### config.mk
export PLATFORM = sky130hd
export DESIGN_NAME = par_timing_mon
export DESIGN_NICKNAME = d
export VERILOG_FILES = /design/src/rtl/par_timing_pkg.sv /design/src/rtl/par_timing_grp_par.sv /design/src/rtl/par_timing_bank.sv /design/src/rtl/par_timing_flags.sv /design/src/rtl/par_timing_mon.sv
export SDC_FILE = /design/constraint.sdc
export NUM_CORES = 1
export LEC_CHECK = 0
export ABC_AREA = 1
export BUFFER_PORTS_ARGS = -buffer_cell sky130_fd_sc_hd__buf_2
export CAP_MARGIN = 20
export CORE_ASPECT_RATIO = 0.8
export CORE_UTILIZATION = 35
export CTS_CLUSTER_SIZE = 10
export DETAILED_ROUTE_END_ITERATION = 7
export GPL_TIMING_DRIVEN = 0
export PLACE_DENSITY = 0.64
export REMOVE_ABC_BUFFERS = 1
export SLEW_MARGIN = 20
export SYNTH_ARGS = -nofsm -noshare
export SYNTH_HDL_FRONTEND = slang
export SYNTH_SLANG_ARGS = --single-unit
### constraint.sdc
create_clock -name clk_i -period 1.1 [get_ports clk_i]
set_input_delay 0.165 -clock clk_i [delete_from_list [all_inputs] [get_ports clk_i]]
set_output_delay 0.165 -clock clk_i [all_outputs]
set_load 0.03 [all_outputs]
### src/rtl/par_timing_pkg.sv
package par_timing_pkg;
  localparam int unsigned GRP_W = 4;

  function automatic logic grp_par(input logic [GRP_W-1:0] bits);
    return ^bits;
  endfunction
endpackage

### src/rtl/par_timing_grp_par.sv
module par_timing_grp_par
  import par_timing_pkg::*;
#(
  parameter int unsigned DATA_W = 16,
  localparam int unsigned NGRP  = DATA_W / GRP_W
) (
  input  logic [DATA_W-1:0] data_i,
  output logic [NGRP-1:0]   par_o
);
  for (genvar k = 0; k < NGRP; k++) begin : g_grp
    assign par_o[k] = grp_par(data_i[k*GRP_W +: GRP_W]);
  end
endmodule

### src/rtl/par_timing_bank.sv
module par_timing_bank
  import par_timing_pkg::*;
#(
  parameter int unsigned DATA_W = 16,
  localparam int unsigned NGRP  = DATA_W / GRP_W,
  localparam int unsigned IDX_W = $clog2(DATA_W)
) (
  input  logic              clk_i,
  input  logic              rst_ni,
  input  logic              cap_en_i,
  input  logic              inj_en_i,
  input  logic [IDX_W-1:0]  inj_idx_i,
  input  logic [DATA_W-1:0] data_i,
  input  logic [NGRP-1:0]   gen_par_i,
  output logic [DATA_W-1:0] data_o,
  output logic [NGRP-1:0]   rec_par_o
);
  logic [DATA_W-1:0] data_q, inj_mask;
  logic [NGRP-1:0]   par_q;

  // out-of-range index shifts the one out, leaving an empty mask
  assign inj_mask = DATA_W'(1) << inj_idx_i;

  always_ff @(posedge clk_i or negedge rst_ni) begin
    if (!rst_ni) begin
      data_q <= '0;
      par_q  <= '0;
    end else if (cap_en_i) begin
      data_q <= data_i;
      par_q  <= gen_par_i;
    end else if (inj_en_i) begin
      data_q <= data_q ^ inj_mask;
    end
  end

  assign data_o    = data_q;
  assign rec_par_o = par_q;
endmodule

### src/rtl/par_timing_flags.sv
module par_timing_flags
  import par_timing_pkg::*;
#(
  parameter int unsigned DATA_W = 16,
  localparam int unsigned NGRP  = DATA_W / GRP_W
) (
  input  logic            clk_i,
  input  logic            rst_ni,
  input  logic            cap_en_i,
  input  logic [NGRP-1:0] late_par_i,
  input  logic [NGRP-1:0] gen_par_i,
  input  logic [NGRP-1:0] held_par_i,
  input  logic [NGRP-1:0] rec_par_i,
  output logic [NGRP-1:0] warn_o,
  output logic [NGRP-1:0] err_o
);
  logic [NGRP-1:0] warn_q, err_q;

  always_ff @(posedge clk_i or negedge rst_ni) begin
    if (!rst_ni) begin
      warn_q <= '0;
      err_q  <= '0;
    end else begin
      // warning is a per-capture pulse
      warn_q <= cap_en_i ? (late_par_i ^ gen_par_i) : '0;
      // checks the contents held before this edge
      err_q  <= held_par_i ^ rec_par_i;
    end
  end

  assign warn_o = warn_q;
  assign err_o  = err_q;
endmodule

### src/rtl/par_timing_mon.sv
module par_timing_mon
  import par_timing_pkg::*;
#(
  parameter int unsigned DATA_W = 16,
  localparam int unsigned NGRP  = DATA_W / GRP_W,
  localparam int unsigned IDX_W = $clog2(DATA_W)
) (
  input  logic              clk_i,
  input  logic              rst_ni,
  input  logic [DATA_W-1:0] data_i,
  input  logic              cap_en_i,
  input  logic [NGRP-1:0]   late_par_i,
  input  logic              inj_en_i,
  input  logic [IDX_W-1:0]  inj_idx_i,
  output logic [DATA_W-1:0] data_o,
  output logic [NGRP-1:0]   warn_o,
  output logic [NGRP-1:0]   err_o,
  output logic              warn_any_o,
  output logic              err_any_o
);
  logic [NGRP-1:0] gen_par, held_par, rec_par;

  par_timing_grp_par #(.DATA_W(DATA_W)) u_par_in (
    .data_i (data_i),
    .par_o  (gen_par)
  );

  par_timing_bank #(.DATA_W(DATA_W)) u_bank (
    .clk_i     (clk_i),
    .rst_ni    (rst_ni),
    .cap_en_i  (cap_en_i),
    .inj_en_i  (inj_en_i),
    .inj_idx_i (inj_idx_i),
    .data_i    (data_i),
    .gen_par_i (gen_par),
    .data_o    (data_o),
    .rec_par_o (rec_par)
  );

  par_timing_grp_par #(.DATA_W(DATA_W)) u_par_held (
    .data_i (data_o),
    .par_o  (held_par)
  );

  par_timing_flags #(.DATA_W(DATA_W)) u_flags (
    .clk_i      (clk_i),
    .rst_ni     (rst_ni),
    .cap_en_i   (cap_en_i),
    .late_par_i (late_par_i),
    .gen_par_i  (gen_par),
    .held_par_i (held_par),
    .rec_par_i  (rec_par),
    .warn_o     (warn_o),
    .err_o      (err_o)
  );

  assign warn_any_o = |warn_o;
  assign err_any_o  = |err_o;
endmodule

==> impl_metrics.json, run 1 <==
{
  "status": "finished with violations",
  "failed_checks": "negative setup slack",
  "first_pass_iters": 4,
  "clock_tree.buffer_depth": 2,
  "yosys_warnings": 0,
  "total_power_mw": 3.51,
  "worst_pin_slew_ns": 0.645,
  "chipHeight_um": 69.4,
  "grt_pass1_wl_um": 8160,
  "timing.hold.ws_ns": 0.143,
  "r2r-end": "u_flags.err_o[2]$_DFF_PN0_",
  "insertion_delay_ns": 0.29,
  "fp.dieW_um": 86.2,
  "grt_max_degree": 29,
  "rsz0062_at_grt": "yes",
  "port_buffers": 53,
  "htreeDepth": 1,
  "rows": 24,
  "hold_depth": 3,
  "drive_gt1_frac": 0.293,
  "maxSlewViolCount": 0,
  "netlist_instances": 298,
  "drt-total-wl_um": 5010,
  "drtIter0Drc": 81,
  "setup_viol": 3,
  "die-area_um2": 5980,
  "cts.sinks": 28,
  "min_path_type": "in -> reg",
  "synthesis.area_um2": 1990,
  "worst_setup_path_start_kind": "register",
  "finalHoldViolCount": 0,
  "r2r_start": "u_bank.data_o[11]$_DFFE_PN0P_",
  "cts_made_buffers": 3,
  "maxCapViolCount": 0,
  "reg2reg_slack_ns": -0.02,
  "min_to": "u_bank.data_o[10]$_DFFE_PN0P_",
  "grt.total_usage": 0.172,
  "avgSynthCellArea_um2": 6.67,
  "crit_type": "reg -> out",
  "ios": 54,
  "dpl_cell_area_um2": 2290,
  "ant_nets": 0,
  "drc": 0,
  "overflow": 0,
  "fmax_ghz": 0.843,
  "leakage_nw": 1.41,
  "synthDistinctLibCells": 24,
  "power_density_nw_per_um2": 1330,
  "cts_tree": "done",
  "via_count": 2091,
  "crit_fanout": 2,
  "worst_slack_ns": -0.0856,
  "diodes": 0,
  "tns_ns": -0.186,
  "ys_ff_latch": 28,
  "drt-wirelength-per-cell_um": 11.3,
  "nets": 394,
  "cp.required_ns": 0.94,
  "start_util": 0.364,
  "clock_skew_ns": 0.00365,
  "worstSetupEndpointType": "output port",
  "reg2reg_depth": 6,
  "post-route-period-util": 1.08,
  "core_um2": 5470,
  "cts.reportedPaths.clkPinSlew_ns": 0.10,
  "dpl.hpwl_um": 3650,
  "ys_seq_area_frac": 0.353,
  "maxSlewHeadroom": 0.570,
  "antenna_found_initial": 0,
  "area_growth_pct": 32.5,
  "worstHoldStart": "data_i[10]",
  "ir_drop_v": 0.000508,
  "final_cell_area_um2": 2630,
  "place_congestion": 0.794,
  "crit_arrival_ns": 1.02,
  "viasPerCell": 4.72,
  "first_global_vias": 1809,
  "post-route-min-period_ns": 1.19,
  "cts-root-buf": "clkbuf_8"
}
-- through the flow --
stage	util	instances	worst slack, ns
final	0.482	443	-0.0856
after CTS	0.459	437	-0.110
after detailed placement	0.418	421	-0.171
after global placement	0.418	421	-0.150
after floorplan	-	290	-0.163
after global routing	0.482	443	-0.125
-- cells in the mapped netlist --
library cell  instances  area (um2)
a21oi_1               2        10.0
a22oi_1              16         120
a31oi_1               2        12.5
buf_2                 2        10.0
buf_4                 2        15.0
buf_6                 3        33.8
clkbuf_1              1        3.75
dfrtp_1              28         701
inv_1                36         135
inv_2                 4        15.0
nand2_1             106         398
nand3_1              18        90.1
nand3_2               3        30.0
nand3b_1              5        37.5
nand4_1               3        18.8
nor2_1               31         116
nor2_4                2        22.5
nor3_1                2        10.0
nor3_2                1        10.0
o21ai_0               6        30.0
o21ai_1              10        50.1
o21bai_1              3        22.5
or2_2                 4        25.0
xnor2_1               8        70.1
-- cell usage in the layout, fill, tap and decap left out --
master,count
a21oi_1,2
a22oi_1,16
a31oi_1,2
buf_2,36
buf_4,19
buf_6,14
bufinv_16,1
clkbuf_4,1
clkbuf_8,3
dfrtp_1,23
dfrtp_2,5
dlygate4sd3_1,1
inv_1,31
inv_2,9
nand2_1,99
nand2_2,7
nand3_1,17
nand3_2,4
nand3b_1,5
nand4_1,3
nor2_1,30
nor2_2,1
nor2_4,2
nor3_1,2
nor3_2,1
o21ai_0,6
o21ai_1,10
o21bai_1,3
or2_4,4
xnor2_1,8
-- final cells by class --
class / count / area (um2)
Sequential cell: 28 / 707
Timing Repair Buffer: 71 / 498
Clock inverter: 1 / 30.0
Inverter: 40 / 150
Tap cell: 78 / 97.6
Multi-Input combinational cell: 222 / 1110
Fill cell: 574 / 2830
Clock buffer: 3 / 41.3
-- registers in the layout, indices dropped and copies added (netlist names) --
name	flops
u_flags.err_o	4
u_flags.warn_o	4
u_bank.rec_par_o	4
u_bank.data_o	16
-- worst max path at each step --
stage,startpoint,to,slack (ns),cells after the start
2_1_floorplan,u_bank.data_o[2]$_DFFE_PN0P_,u_flags.err_o[0]$_DFF_PN0_,-0.16,6
3_3_place_gp,cap_en_i,u_bank.data_o[12]$_DFFE_PN0P_,-0.15,6
3_5_place_dp,cap_en_i,u_bank.data_o[12]$_DFFE_PN0P_,-0.17,6
4_1_cts,u_flags.warn_o[0]$_DFF_PN0_,warn_any_o,-0.11,3
5_1_grt,u_flags.warn_o[0]$_DFF_PN0_,warn_any_o,-0.13,3
6_report,u_flags.err_o[0]$_DFF_PN0_,err_any_o,-0.09,3
-- worst max-delay path, stage by stage, from the launching register on --
cell and delay (ns):
dfrtp_1 0.40, nor2_1 0.13, nand2_1 0.08, buf_6 0.13
-- layer usage --
metal	routed length (um)	up-vias	global-route usage
li1	-	1078	-
met1	2410	955	0.240
met2	2300	54	0.275
met3	290	4	0.0429
met4	17	0	0.0278
met5	0	-	0
-- cells by family after synthesis --
group | synth area share
AND/OR/NAND/NOR | 0.382
buffers and inverters | 0.107
AO/OA/AOI/OAI | 0.123
flip-flops | 0.353
XOR/XNOR | 0.0353
-- what timing repair did --
action | in CTS | in global routing
hold endpoints to repair | 28 | 0
buffers inserted | 11 | 6
setup endpoints to repair | 16 | 21
pin swaps | 4 | 3
hold buffers | 1 | 0
resized for setup | 23 | 34
-- report_power, final --
group / internal (mW) / switching [mW]
Combinational: 0.553 / 0.799
Sequential: 1.18 / 0.138
Clock: 0.489 / 0.357
Total: 2.22 / 1.29
(Power assumes the default switching activity.)
==> inputs of run 2 (changes only) <==
Settings changed: CORE_UTILIZATION 35 to 40, PLACE_DENSITY 0.64 to 0.71.
==> impl_metrics.json, run 2 (same netlist as run 1, synthesis figures left out) <==
{
  "drc": 0,
  "cts.reportedPaths.clkPinSlew_ns": 0.10,
  "clock_tree.buffer_depth": 2,
  "slowest_delay_ns": 0.40,
  "drtIter0Drc": 79,
  "die-area_um2": 5250,
  "cpLargestDelayFamily": "flip-flops",
  "path_cells": "nor2_2, nand2_1, buf_6",
  "worst_slack_ns": -0.0922,
  "ant_nets": 0,
  "finalHoldViolCount": 0,
  "antenna_found_initial": 0,
  "dp_cells": 403,
  "cts.sinks": 28,
  "worst_pin_slew_ns": 0.632,
  "status": "finished with violations",
  "cts_made_buffers": 3,
  "power_density_nw_per_um2": 1350,
  "dpl_cell_area_um2": 2260,
  "worstSetupEndpointType": "output port",
  "final_cell_area_um2": 2600,
  "fp.dieW_um": 80.8,
  "cts_tree": "done",
  "core_um2": 4680,
  "min_path_type": "in -> reg",
  "cpMaxStageDelayCell": "dfrtp_1",
  "clock_skew_ns": 0.00164,
  "crit_arrival_ns": 1.03,
  "dp_slack_ns": -0.140,
  "grt_max_degree": 29,
  "setup_viol": 2,
  "port_buffers": 53,
  "fillers": 469,
  "grt.total_usage": 0.204,
  "rsz0062_at_grt": "yes",
  "area_growth_pct": 31.0,
  "maxCapViolCount": 0,
  "final_cell_mix": "95 x nand2_1, 37 x buf_2, 30 x inv_1, 30 x nor2_1, 25 x dfrtp_1",
  "leakage_nw": 1.41,
  "first_global_vias": 1909,
  "overflow": 0,
  "largest_reg_flops": 16,
  "viasPerCell": 4.98,
  "diodes": 0,
  "maxSlewViolCount": 0,
  "drt-wirelength-per-cell_um": 11.8,
  "maxSlewHeadroom": 0.579,
  "start_util": 0.425,
  "crit_buf_inv": 1,
  "post-route-period-util": 1.08,
  "post-route-min-period_ns": 1.19,
  "via_count": 2118,
  "chipHeight_um": 65.0,
  "fmax_ghz": 0.839,
  "htreeDepth": 1,
  "final_common_cell": "nand2_1",
  "insertion_delay_ns": 0.29,
  "drive_gt1_frac": 0.301,
  "worst_setup_path_start_kind": "register",
  "final_cells": 425,
  "cts-root-buf": "clkbuf_8",
  "crit_fanout": 2,
  "grt_pass1_wl_um": 8280,
  "ir_drop_v": 0.000888,
  "dpl.hpwl_um": 3650,
  "ios": 54,
  "first_pass_iters": 4,
  "rows": 22,
  "timing.hold.ws_ns": 0.157,
  "crit_type": "reg -> out",
  "failed_checks": "negative setup slack",
  "cp.required_ns": 0.94,
  "place_congestion": 0.867,
  "drt-total-wl_um": 5030,
  "nets": 394
}
==> run 2: changes by cell type in the layout (fill, tap and decap cells not counted), moves of 2 or more <==
cell / previous run / this run
dfrtp_2: 5 / 3
buf_4: 19 / 21
dfrtp_1: 23 / 25
nand2_1: 99 / 95
buf_6: 14 / 11
nand2_2: 7 / 11
==> run 2: worst min-delay path, delay by kind of cell <==
| kind | cells | cell delay (ns) |
|---|---|---|
| AO/OA/AOI/OAI | 1 | 0.08 |
| buffers and inverters | 1 | 0.11 |
| AND/OR/NAND/NOR | 1 | 0.06 |
==> run 2: final cells by class <==
type	instances	area, um2	area share
repair buffers	71	484	0.186
clock inverters	1	30.0	0.0115
well taps	60	75.1	0.0288
inverters	40	150	0.0577
clock buffers	3	41.3	0.0159
multi-input cells	222	1120	0.430
flip-flops and latches	28	704	0.271
==> run 2: worst paths after layout <==
path / startpoint / end / slack, ns / depth (start not counted)
worst min-delay path: data_i[11] / u_bank.data_o[11]$_DFFE_PN0P_ / 0.16 / 3
min in group asynchronous: rst_ni / u_flags.warn_o[0]$_DFF_PN0_ / 0.43 / 2
max in group asynchronous: rst_ni / u_bank.data_o[11]$_DFFE_PN0P_ / 0.22 / 2
worst min register to register: u_bank.rec_par_o[2]$_DFFE_PN0P_ / u_bank.rec_par_o[2]$_DFFE_PN0P_ / 0.53 / 2
worst max-delay path: u_flags.warn_o[1]$_DFF_PN0_ / warn_any_o / -0.09 / 3
worst max register to register: u_bank.data_o[15]$_DFFE_PN0P_ / u_flags.err_o[3]$_DFF_PN0_ / 0 / 5
==> run 2: what timing repair did <==
item | in CTS | in global routing
pin swaps | 5 | 6
hold buffers | 1 | 0
endpoints found under the setup margin | 16 | 19
setup buffers | 12 | 5
endpoints found under the hold margin | 28 | 0
gates resized for setup | 19 | 42
==> run 2: stage by stage <==
| step | setup TNS (ns) | power, mW | utilization |
|---|---|---|---|
| detailed placement | -2.24 | 2.45 | 0.484 |
| global route | -0.413 | 3.73 | 0.556 |
| floorplan | -0.578 | 2.06 | - |
| finish | -0.129 | 3.51 | 0.556 |
| CTS | -0.164 | 3.42 | 0.530 |
| global placement | -1.93 | 2.41 | 0.484 |
==> run 2: layer usage <==
| metal | track usage | vias to the layer above | routed length (um) |
|---|---|---|---|
| met5 | 0 | - | 0 |
| met4 | 0.0379 | 0 | 33 |
| met3 | 0.0479 | 4 | 298 |
| met2 | 0.362 | 53 | 2380 |
| met1 | 0.252 | 983 | 2310 |
| li1 | - | 1078 | - |
==> run 2: where the power goes <==
part,internal (mW),switching [mW],total [mW]
Sequential,1.17,0.136,1.31
Clock,0.489,0.357,0.845
Combinational,0.550,0.808,1.36
Total,2.21,1.30,3.51
